--- src/rtl/hdx_uart_pkg.sv ---
package hdx_uart_pkg;
  localparam int DATA_MAX  = 8;
  localparam int DATA_MIN  = DATA_MAX - 3;
  localparam int FRAME_MAX = 1 + DATA_MAX + 1 + 2;

  typedef enum logic [2:0] {
    RX_IDLE, RX_START, RX_DATA, RX_PAR, RX_STOP
  } rx_state_e;

  function automatic logic par_on(input logic [1:0] mode);
    return (mode == 2'd1) || (mode == 2'd2);
  endfunction

  // mode 1: odd total ones, otherwise even
  function automatic logic par_bit(input logic [DATA_MAX-1:0] d, input logic [1:0] mode);
    return (mode == 2'd1) ? ~(^d) : (^d);
  endfunction
endpackage

--- src/rtl/hdx_uart_baud.sv ---
module hdx_uart_baud #(
  parameter int DIV_W = 16
) (
  input  logic             clk_i,
  input  logic             rst_ni,
  input  logic             restart_i,
  input  logic [DIV_W-1:0] divisor_i,
  output logic             tick_o
);
  logic [DIV_W-1:0] cnt_q;

  always_ff @(posedge clk_i or negedge rst_ni) begin
    if (!rst_ni)                        cnt_q <= '0;
    else if (restart_i || cnt_q == '0)  cnt_q <= divisor_i;
    else                                cnt_q <= cnt_q - 1'b1;
  end

  assign tick_o = (cnt_q == '0);

  assert_tick_reload_R1: assert property (@(posedge clk_i) disable iff (!rst_ni)
    (tick_o && !restart_i) |=> (cnt_q == $past(divisor_i)));
endmodule

--- src/rtl/hdx_uart_tx.sv ---
module hdx_uart_tx
  import hdx_uart_pkg::*;
#(
  parameter int OS_RATE = 16
) (
  input  logic                clk_i,
  input  logic                rst_ni,
  input  logic                tick_i,
  input  logic                start_i,
  input  logic [DATA_MAX-1:0] data_i,
  input  logic [1:0]          len_code_i,
  input  logic [1:0]          par_mode_i,
  input  logic                two_stop_i,
  output logic                active_o,
  output logic                line_o
);
  localparam int OS_W  = $clog2(OS_RATE);
  localparam int CNT_W = $clog2(FRAME_MAX + 1);
  localparam logic [OS_W-1:0] OS_LAST = OS_W'(OS_RATE - 1);

  logic [FRAME_MAX-1:0] sh_q, frame_d;
  logic [CNT_W-1:0]     left_q, n_d;
  logic [OS_W-1:0]      os_q;
  logic                 act_q;
  logic [DATA_MAX-1:0]  dm;

  always_comb begin
    int nb;
    nb = DATA_MIN + int'(len_code_i);
    frame_d = '1;
    frame_d[0] = 1'b0;
    for (int i = 0; i < DATA_MAX; i++) begin
      dm[i] = (i < nb) ? data_i[i] : 1'b0;
      if (i < nb) frame_d[1+i] = data_i[i];
    end
    if (par_on(par_mode_i)) frame_d[CNT_W'(1 + nb)] = par_bit(dm, par_mode_i);
    n_d = CNT_W'(1 + nb + (par_on(par_mode_i) ? 1 : 0) + (two_stop_i ? 2 : 1));
  end

  always_ff @(posedge clk_i or negedge rst_ni) begin
    if (!rst_ni) begin
      act_q  <= 1'b0;
      sh_q   <= '1;
      left_q <= '0;
      os_q   <= '0;
    end else if (start_i) begin
      act_q  <= 1'b1;
      sh_q   <= frame_d;
      left_q <= n_d;
      os_q   <= '0;
    end else if (act_q && tick_i) begin
      os_q <= (os_q == OS_LAST) ? '0 : os_q + 1'b1;
      if (os_q == OS_LAST) begin
        if (left_q == CNT_W'(1)) act_q <= 1'b0;
        sh_q   <= {1'b1, sh_q[FRAME_MAX-1:1]};
        left_q <= left_q - 1'b1;
      end
    end
  end

  assign active_o = act_q;
  assign line_o   = act_q ? sh_q[0] : 1'b1;

  assert_frame_count_R2: assert property (@(posedge clk_i) disable iff (!rst_ni)
    act_q |-> (left_q != '0 && left_q <= CNT_W'(FRAME_MAX)));
  assert_start_low_R2: assert property (@(posedge clk_i) disable iff (!rst_ni)
    $rose(act_q) |-> !line_o);
endmodule

--- src/rtl/hdx_uart_rx.sv ---
module hdx_uart_rx
  import hdx_uart_pkg::*;
#(
  parameter int OS_RATE = 16
) (
  input  logic                clk_i,
  input  logic                rst_ni,
  input  logic                tick_i,
  input  logic                rxd_i,
  input  logic                invert_i,
  input  logic                tx_active_i,
  input  logic                block_i,
  input  logic [1:0]          len_code_i,
  input  logic [1:0]          par_mode_i,
  input  logic                rd_data_i,
  input  logic                rd_stat_i,
  output logic                start_o,
  output logic                active_o,
  output logic [DATA_MAX-1:0] data_o,
  output logic                ready_o,
  output logic                frame_err_o,
  output logic                par_err_o
);
  localparam int OS_W  = $clog2(OS_RATE);
  localparam int IDX_W = $clog2(DATA_MAX);
  localparam logic [OS_W-1:0] OS_LAST = OS_W'(OS_RATE - 1);
  localparam logic [OS_W-1:0] OS_MID  = OS_W'(OS_RATE / 2 - 1);

  rx_state_e           state_q;
  logic                sync1_q, line_q;
  logic [OS_W-1:0]     os_q;
  logic [IDX_W-1:0]    idx_q, last_idx;
  logic [DATA_MAX-1:0] sh_q;
  logic                perr_q, mid, done;

  always_ff @(posedge clk_i or negedge rst_ni) begin
    if (!rst_ni) begin
      sync1_q <= 1'b1;
      line_q  <= 1'b1;
    end else begin
      sync1_q <= rxd_i ^ invert_i;
      line_q  <= sync1_q;
    end
  end

  assign last_idx = IDX_W'(DATA_MIN - 1) + IDX_W'(len_code_i);
  assign mid      = tick_i && (os_q == OS_MID);
  assign done     = (state_q == RX_STOP) && mid;
  assign start_o  = (state_q == RX_IDLE) && !line_q && !tx_active_i && !block_i;
  assign active_o = (state_q != RX_IDLE);

  always_ff @(posedge clk_i or negedge rst_ni) begin
    if (!rst_ni) begin
      state_q <= RX_IDLE;
      os_q    <= '0;
      idx_q   <= '0;
      sh_q    <= '0;
      perr_q  <= 1'b0;
    end else if (state_q == RX_IDLE) begin
      if (start_o) begin
        state_q <= RX_START;
        os_q    <= '0;
        idx_q   <= '0;
        sh_q    <= '0;
        perr_q  <= 1'b0;
      end
    end else if (tick_i) begin
      os_q <= (os_q == OS_LAST) ? '0 : os_q + 1'b1;
      if (os_q == OS_MID) begin
        case (state_q)
          RX_START: state_q <= line_q ? RX_IDLE : RX_DATA;
          RX_DATA: begin
            sh_q[idx_q] <= line_q;
            idx_q       <= idx_q + 1'b1;
            if (idx_q == last_idx) state_q <= par_on(par_mode_i) ? RX_PAR : RX_STOP;
          end
          RX_PAR: begin
            perr_q  <= (line_q != par_bit(sh_q, par_mode_i));
            state_q <= RX_STOP;
          end
          default: state_q <= RX_IDLE;
        endcase
      end
    end
  end

  // set has priority over the read-side clear
  always_ff @(posedge clk_i or negedge rst_ni) begin
    if (!rst_ni) begin
      data_o      <= '0;
      ready_o     <= 1'b0;
      frame_err_o <= 1'b0;
      par_err_o   <= 1'b0;
    end else begin
      if (done) data_o <= sh_q;
      if (done) ready_o <= 1'b1;
      else if (rd_data_i) ready_o <= 1'b0;
      if (done && !line_q) frame_err_o <= 1'b1;
      else if (rd_stat_i) frame_err_o <= 1'b0;
      if (done && perr_q) par_err_o <= 1'b1;
      else if (rd_stat_i) par_err_o <= 1'b0;
    end
  end

  assert_rx_quiet_R10: assert property (@(posedge clk_i) disable iff (!rst_ni)
    tx_active_i |-> (state_q == RX_IDLE));
  assert_ready_from_stop_R6: assert property (@(posedge clk_i) disable iff (!rst_ni)
    $rose(ready_o) |-> ($past(state_q) == RX_STOP));
  assert_false_start_R7: assert property (@(posedge clk_i) disable iff (!rst_ni)
    (state_q == RX_START && mid && line_q) |=> (state_q == RX_IDLE));
  assert_err_sticky_R8: assert property (@(posedge clk_i) disable iff (!rst_ni)
    (frame_err_o && !rd_stat_i) |=> frame_err_o);
endmodule

--- src/rtl/hdx_uart.sv ---
module hdx_uart
  import hdx_uart_pkg::*;
#(
  parameter int DIV_W   = 16,
  parameter int OS_RATE = 16
) (
  input  logic                clk_i,
  input  logic                rst_ni,
  input  logic [DIV_W-1:0]    divisor_i,
  input  logic [1:0]          len_code_i,
  input  logic [1:0]          par_mode_i,
  input  logic                two_stop_i,
  input  logic                invert_i,
  input  logic                wr_en_i,
  input  logic [DATA_MAX-1:0] wr_data_i,
  input  logic                rd_data_i,
  input  logic                rd_stat_i,
  input  logic                rxd_i,
  output logic                txd_o,
  output logic                busy_o,
  output logic                rx_ready_o,
  output logic [DATA_MAX-1:0] rx_data_o,
  output logic                frame_err_o,
  output logic                par_err_o
);
  logic tick, tx_start, rx_start, tx_active, rx_active, tx_line;

  assign busy_o   = tx_active | rx_active;
  assign tx_start = wr_en_i & ~busy_o;

  hdx_uart_baud #(.DIV_W(DIV_W)) u_baud (
    .clk_i, .rst_ni,
    .restart_i (tx_start | rx_start),
    .divisor_i,
    .tick_o    (tick)
  );

  hdx_uart_tx #(.OS_RATE(OS_RATE)) u_tx (
    .clk_i, .rst_ni,
    .tick_i     (tick),
    .start_i    (tx_start),
    .data_i     (wr_data_i),
    .len_code_i,
    .par_mode_i,
    .two_stop_i,
    .active_o   (tx_active),
    .line_o     (tx_line)
  );

  hdx_uart_rx #(.OS_RATE(OS_RATE)) u_rx (
    .clk_i, .rst_ni,
    .tick_i      (tick),
    .rxd_i,
    .invert_i,
    .tx_active_i (tx_active),
    .block_i     (tx_start),
    .len_code_i,
    .par_mode_i,
    .rd_data_i,
    .rd_stat_i,
    .start_o     (rx_start),
    .active_o    (rx_active),
    .data_o      (rx_data_o),
    .ready_o     (rx_ready_o),
    .frame_err_o,
    .par_err_o
  );

  assign txd_o = tx_line ^ invert_i;

  assert_one_direction_R5: assert property (@(posedge clk_i) disable iff (!rst_ni)
    !(tx_active && rx_active));
endmodule

--- config.mk ---
export PLATFORM = sky130hd
export DESIGN_NAME = hdx_uart
export DESIGN_NICKNAME = d
export VERILOG_FILES = /design/src/rtl/hdx_uart_pkg.sv /design/src/rtl/hdx_uart_baud.sv /design/src/rtl/hdx_uart_tx.sv /design/src/rtl/hdx_uart_rx.sv /design/src/rtl/hdx_uart.sv
export SDC_FILE = /design/constraint.sdc
export NUM_CORES = 1
export LEC_CHECK = 0
export BUFFER_PORTS_ARGS = -buffer_cell sky130_fd_sc_hd__buf_2
export CORE_MARGIN = 3
export CORE_UTILIZATION = 45
export DETAILED_ROUTE_END_ITERATION = 10
export PLACE_DENSITY = 0.7
export RECOVER_POWER = 25
export SYNTH_ARGS = -nofsm -noshare
export SYNTH_HDL_FRONTEND = slang
export SYNTH_SLANG_ARGS = --single-unit
--- constraint.sdc ---
create_clock -name clk_i -period 2.2 [get_ports clk_i]
set_input_delay 0.11 -clock clk_i [delete_from_list [all_inputs] [get_ports clk_i]]
set_output_delay 0.11 -clock clk_i [all_outputs]
set_load 0.01 [all_outputs]
Word level (Yosys, flattened, before mapping)
Index checks and enable logic that the tools add are counted.
{"block": "totals", "output_inout_bits": 13, "register_bits": 69, "wordCells": 170, "input_bits": 36}
{"block": "classes", "n_reduce_logical": 36, "mux": 74, "bitwise": 8, "eq_ne": 14, "n_lt_le_gt_ge": 12, "addsub": 10}
{"operator": "$lt A4 B32 Y1 const A", "count": 4}
{"operator": "$lt A3 B32 Y1 const A", "count": 2}
{"operator": "$mux W12", "count": 4}
{"operator": "$mux W4", "count": 10}
{"operator": "$mux W8", "count": 5}
{"operator": "$mux W1", "count": 36}
{"operator": "$mux W3", "count": 11}
{"operator": "$lt A1 B32 Y1 const A", "count": 1}
{"operator": "$lt A2 B32 Y1 const A", "count": 1}
{"operator": "$reduce_bool A2 Y1", "count": 10}
{"operator": "$logic_not A16 Y1", "count": 1}
{"operator": "$mux W16", "count": 1}
{"operator": "$reduce_xor A8 Y1", "count": 2}
{"operator": "$sub A16 B1 Y16 const B", "count": 1}
{"operator": "$bwmux W12", "count": 1}
{"operator": "$reduce_and A4 Y1", "count": 3}
{"operator": "$logic_and A1 B1 Y1", "count": 10}
{"operator": "$pmux W3 S3", "count": 1}
{"operator": "$add A4 B1 Y4 const B", "count": 2}
{"operator": "$add A4 B4 Y4", "count": 2}
{"operator": "$bwmux W8", "count": 1}
{"operator": "$eq A4 B4 Y1 const B", "count": 2}
{"operator": "$eq A3 B2 Y1 const B", "count": 2}
{"operator": "$lt A4 B6 Y1 const B", "count": 1}
{"operator": "31 further kinds", "count": 40}

Logic depth before layout (Yosys ltp)
{"block": "depth", "ltp_word": 9, "mapped_depth": 9, "mapped_depth_nobuf": 9}

By module
Synthesis repeated with hierarchy kept, for this count alone.
{"block": "hier_totals", "cells_unflattened": 382, "area_unflattened_um2": 3972.6}
{"module": "hdx_uart_rx", "area_per_inst_um2": 1580.3, "seq_area_each_um2": 803.3, "cells_each": 139, "instances": 1}
{"module": "hdx_uart_tx", "area_per_inst_um2": 1438.9, "seq_area_each_um2": 540.5, "cells_each": 147, "instances": 1}
{"module": "hdx_uart_baud", "area_per_inst_um2": 919.6, "seq_area_each_um2": 400.4, "cells_each": 92, "instances": 1}
{"module": "hdx_uart", "area_per_inst_um2": 33.8, "seq_area_each_um2": 0.0, "cells_each": 4, "instances": 1}

Worst setup path after synthesis
Ideal clock, no wire load.
{"block": "synth_timing", "path_kind": "register to register", "startpoint": "reg u_baud.cnt_q[9]", "endpoint": "reg u_rx.data_o[1]", "period_less_slack_ps": 2197, "n_path_buf": 2, "stages_incl_launch_ff": 8, "required_ps": 2075, "path_slack_ps": 3, "setup_time_ps": 125, "arrival_time_ps": 2072, "cell_sequence": "dfrtp_1 -> or4_4 -> and4bb_1 -> buf_6 -> and2_4 -> nand4_4 -> buf_6 -> mux2_4"}
{"block": "synth_between", "elab_chain_cells": 3}
{"item": "from (decl)", "line_no": "hdx_uart_baud.sv:10", "text": "logic [DIV_W-1:0] cnt_q;"}
{"item": "from (signal assigned)", "line_no": "hdx_uart_baud.sv:14", "text": "else if (restart_i || cnt_q == '0) cnt_q <= divisor_i;"}
{"item": "from (signal assigned)", "line_no": "hdx_uart_baud.sv:15", "text": "else cnt_q <= cnt_q - 1'b1;"}
{"item": "$logic_not A16 Y1", "line_no": "hdx_uart_baud.sv:18", "text": "assign tick_o = (cnt_q == '0);"}
{"item": "$logic_and A1 B1 Y1", "line_no": "hdx_uart_rx.sv:47", "text": "assign mid = tick_i && (os_q == OS_MID);"}
{"item": "$logic_and A1 B1 Y1", "line_no": "hdx_uart_rx.sv:48", "text": "assign done = (state_q == RX_STOP) && mid;"}
{"item": "to (signal assigned)", "line_no": "hdx_uart_rx.sv:95", "text": "if (done) data_o <= sh_q;"}
{"item": "to (decl)", "line_no": "hdx_uart_rx.sv:19", "text": "output logic [DATA_MAX-1:0] data_o,"}
Every way passes these cells.
A chain may end at the register's enable or synchronous reset.

Worst setup path in the final report
{"block": "layout_timing", "startpoint": "reg u_baud.cnt_q[10]", "endpoint": "reg u_rx.sh_q[1]"}
{"block": "layout_between", "elab_chain_cells": 3}
{"item": "$logic_not A16 Y1", "line_no": "hdx_uart_baud.sv:18"}
{"item": "$reduce_bool A2 Y1 (no line)"}
{"item": "$reduce_and A4 Y1 (no line)"}
{"item": "to (signal, indexed assignment)", "line_no": "hdx_uart_rx.sv:73", "text": "sh_q[idx_q] <= line_q;"}
{"item": "to (decl)", "line_no": "hdx_uart_rx.sv:33", "text": "logic [DATA_MAX-1:0] sh_q;"}
Every way passes these cells.

==> results.rst <==
.. list-table::
   :header-rows: 1

   * - Metric
     - Value
   * - All-Layer GR Usage
     - 18.9%
   * - Sum of overflow across all layers after global routing
     - 0
   * - Number of different library cells in the post-synthesis netlist
     - 57
   * - Fraction of registers with async set/reset
     - 100%
   * - Startpoint of the lowest-slack register-to-register path
     - u_baud.cnt_q[10]
   * - Vert. Die Dim
     - 102 um
   * - Cell breakdown of the critical path
     - or4_4, and4bb_2, buf_6, nand4_1, buf_4, mux2i_1, a21o_1
   * - Compound-cell area share of the yosys netlist
     - 12.5%
   * - Cts bufs inserted
     - 9
   * - Die Width
     - 102 um
   * - Routed length per placed instance
     - 14.3 um
   * - Endpoint of the most critical register-to-register path
     - u_rx.sh_q[1]
   * - Count of final setup violators
     - 0
   * - Number of instances on the worst hold path
     - 3
   * - Setup repair after global routing missed its margin
     - yes
   * - Total detailed-routing wirelength
     - 9130 um
   * - Number of nets with antenna violations after routing
     - 0
   * - Depth of the most critical reg-to-reg path
     - 7
   * - Combinational family with the most area after synthesis
     - simple AND/OR/NAND/NOR gates
   * - Die area
     - 0.0103 sq mm
   * - Root cell of the clock tree
     - clkbuf_8
   * - Worst setup slack for register-to-register paths
     - 0.02 ns
   * - Post-Synthesis Net Count
     - 480
   * - Category of the worst setup path capture point
     - flop
   * - Initial core utilization
     - 46.7%
   * - TNS Setup
     - 0 ns
   * - Share of the core filled with cells
     - 59.2%
   * - Cell with the largest stage delay on the worst path
     - or4_4
   * - Clock-pin slew on the worst setup and hold paths
     - 0.08 ns
   * - WS Path Type
     - reg2reg
   * - Number of detailed-routing iterations run before antenna repair
     - 4
   * - Total number of vias
     - 3,379
   * - XOR/XNOR share of the synthesized area
     - 9.07%
   * - Total number of nets in the final design
     - 581
   * - Fin. Hold Viols
     - 0
   * - Antenna diode count
     - 0
   * - Capture endpoint of the worst hold path
     - u_baud.cnt_q[5]
   * - Mux share of post-synthesis cell area
     - 6.05%
   * - Fraction of final layout cells with drive strength greater than 1
     - 29.8%
   * - Status
     - completed
   * - Biggest area contributors in the synthesized netlist
     - dfrtp_1 (33%), dfstp_2 (8.9%), xnor2_1 (6.2%)
   * - Min Tclk post-route
     - 2.18 ns
   * - Post-synthesis cell area
     - 0.00411 sq mm
   * - Maximum clock path buffer count
     - 2
   * - Number of DRC violations after detailed routing
     - 0
   * - Area share of the largest cell type after synthesis
     - 33.5%
   * - Max incr delay on CP
     - 0.54 ns
   * - Power density cells
     - 669 mW/mm^2
   * - Commonest register cell after synthesis
     - dfrtp_1
   * - Placer's final routability congestion estimate
     - 0.811
   * - CTS tree
     - yes
   * - CP Buf/Inv Count
     - 2
   * - Fin crit share
     - 99.1%
   * - Max capacitance violation total
     - 0
   * - Cell taking the most area after synthesis
     - dfrtp_1
   * - Class of the worst hold path
     - in2reg
   * - Sequential cell area fraction in the yosys report
     - 42.4%
   * - Post-synthesis adder-cell area fraction
     - 6.45%
   * - Wire length of the first global-routing pass
     - 15,400 um
   * - Post-Place Cells
     - 604
   * - # rows
     - 34
   * - Worst ir drop on vdd
     - 0.407 mV
   * - Post-DR vias/cell
     - 5.30
   * - Worst-Skew Late Latency
     - 0.35 ns
   * - Setup crit start kind
     - flop
   * - Half-perimeter wire length of the detailed placement result
     - 6550 um
   * - Fmax achieved
     - 0.459 GHz
   * - H-tree levels
     - 3
   * - Per-instance average area after synthesis
     - 9.70 sq um
   * - Final instance count without filler cells
     - 638
   * - Detailed router's first-iteration violation count
     - 141
   * - Overall power after layout
     - 3.49 mW
   * - Delay-heaviest family, CP
     - simple AND/OR/NAND/NOR gates
   * - Maximum fanout along the worst path
     - 5
   * - Core footprint
     - 0.00881 sq mm
   * - Relative slew slack
     - 31.8%
   * - Transition time of the tightest slew-check pin
     - 1.02 ns
   * - Data required time at the worst endpoint
     - 2.50 ns
   * - Synthesized instance count
     - 424
   * - Worst hold slack across all endpoints
     - 0.0111 ns
   * - # clock sinks
     - 69
   * - Largest net degree at the start of global routing
     - 30
   * - Synth Warn #
     - 0
   * - Critical Path AT
     - 2.48 ns
   * - Via count of the first global-routing pass
     - 3,285
   * - Maximum clock skew at final layout
     - 0.0120 ns
   * - IO buf count
     - 48
   * - Static Leakage
     - 2.44 nW
   * - Count of final max-slew check failures
     - 0
   * - Area grow syn2layout
     - 26.9%
   * - Number of antenna violations at the first check in global routing
     - 0
   * - Min-delay src
     - divisor_i[5]
   * - Fraction of the mapped netlist area in simple logic gates
     - 18.8%
   * - Number of synthesized flops with an enable pin
     - 0
   * - Top-Level Pins
     - 49
   * - Seq cells post-synth
     - 69
## repair_timing
item	4_1_cts	5_1_grt
gates cloned	0	1
pin swaps	3	6
resized for setup	8	10
hold endpoints to repair	15	0
hold buffers	12	0
setup endpoints to repair	29	33
setup buffers	4	1
## flip-flops by register name (all words and copies together), names as in the netlist, 3 cells and up
name,count
u_baud.cnt_q,16
u_rx.data_o,8
u_rx.idx_q,3
u_rx.os_q,4
u_rx.sh_q,8
u_rx.state_q,3
u_tx.left_q,4
u_tx.os_q,4
u_tx.sh_q,12
## metal layers
metal / GRT usage (%) / part of all wire, % / vias to the layer above
met1: 24.8 / 47 / 1628
met3: 2.96 / 2.9 / 13
met4: 7.57 / 1.7 / 0
li1: - / - / 1688
met2: 31.3 / 49 / 50
met5: 0 / 0 / -
## final cells by class
class / count / area [sq um]
repair buffers: 112 / 776
clock buffers: 9 / 124
well taps: 108 / 135
flip-flops and latches: 69 / 1740
multi-input cells: 311 / 2240
clock inverters: 7 / 114
fillers: 733 / 3590
inverters: 22 / 82.6
## stage by stage
| step | cell area (sq um) | setup WS [ns] |
|---|---|---|
| finish | 5220 | 0.0199 |
| global route | 5220 | -0.0656 |
| CTS | 5190 | 0.0113 |
| detailed placement | 4770 | -0.126 |
| global placement | 4770 | -0.0581 |
| floorplan | 4110 | 0.00295 |
## power by group
group | internal [mW] | switching [mW] | total, mW | leakage (nW)
sequential | 1.39 | 0.0774 | 1.47 | 0.816
clock | 0.747 | 0.509 | 1.26 | 0.113
combinational | 0.409 | 0.359 | 0.768 | 1.51
total | 2.54 | 0.945 | 3.49 | 2.44
## cell usage in the layout, fill, tap and decap left out, types with 16 or more instances in the layout
cell type,Yosys,final
nand3_1,17,17
a21oi_1,20,19
buf_4,0,48
xnor2_1,29,29
buf_2,7,47
inv_1,22,22
dfrtp_1,55,55
nor2_1,41,41
ha_1,18,18
nand2_1,34,34
o21ai_0,20,16
## cells in the mapped netlist (4+ instances only)
| master | count |
|---|---|
| nor2_1 | 41 |
| ha_1 | 18 |
| mux2_4 | 7 |
| nand3_1 | 17 |
| a21oi_1 | 20 |
| nand3b_1 | 5 |
| o21ai_0 | 20 |
| xnor2_1 | 29 |
| o211ai_1 | 5 |
| or3_1 | 5 |
| nor3_1 | 11 |
| xor2_1 | 11 |
| a21o_1 | 9 |
| inv_1 | 22 |
| o31ai_1 | 4 |
| nand2_1 | 34 |
| nor3b_1 | 4 |
| mux2i_1 | 11 |
| nor4_1 | 5 |
| dfrtp_1 | 55 |
| buf_2 | 7 |
| nand4_1 | 5 |
| clkbuf_1 | 12 |
| dfstp_2 | 14 |
| a211oi_1 | 5 |
## how the worst max path moves through the flow
stage	endpoint	from	slack [ns]	depth (start not counted)
floorplan	u_rx.data_o[1]	u_baud.cnt_q[9]	0.003	7
global placement	u_baud.cnt_q[0]	u_baud.cnt_q[4]	-0.06	6
detailed placement	u_baud.cnt_q[0]	u_baud.cnt_q[4]	-0.13	6
CTS	u_rx.sh_q[4]	u_baud.cnt_q[9]	0.01	7
global route	u_rx.sh_q[2]	u_baud.cnt_q[11]	-0.07	7
finish	u_rx.sh_q[1]	u_baud.cnt_q[10]	0.02	7
## worst min-delay path, delay by kind of cell
kind                   cells  cell delay, ns
and+or+nand+nor            1            0.03
AOI/OAI and AO/OA          1            0.11
buffers and inverters      1            0.07
## cells by family after synthesis
group / after synthesis
buf+inv: 45
simple gates: 148
xor+xnor: 41
mux: 21
flops: 69
fa+ha+maj: 20
compound gates: 80
Note: power is estimated with default switching activity, not from simulation.
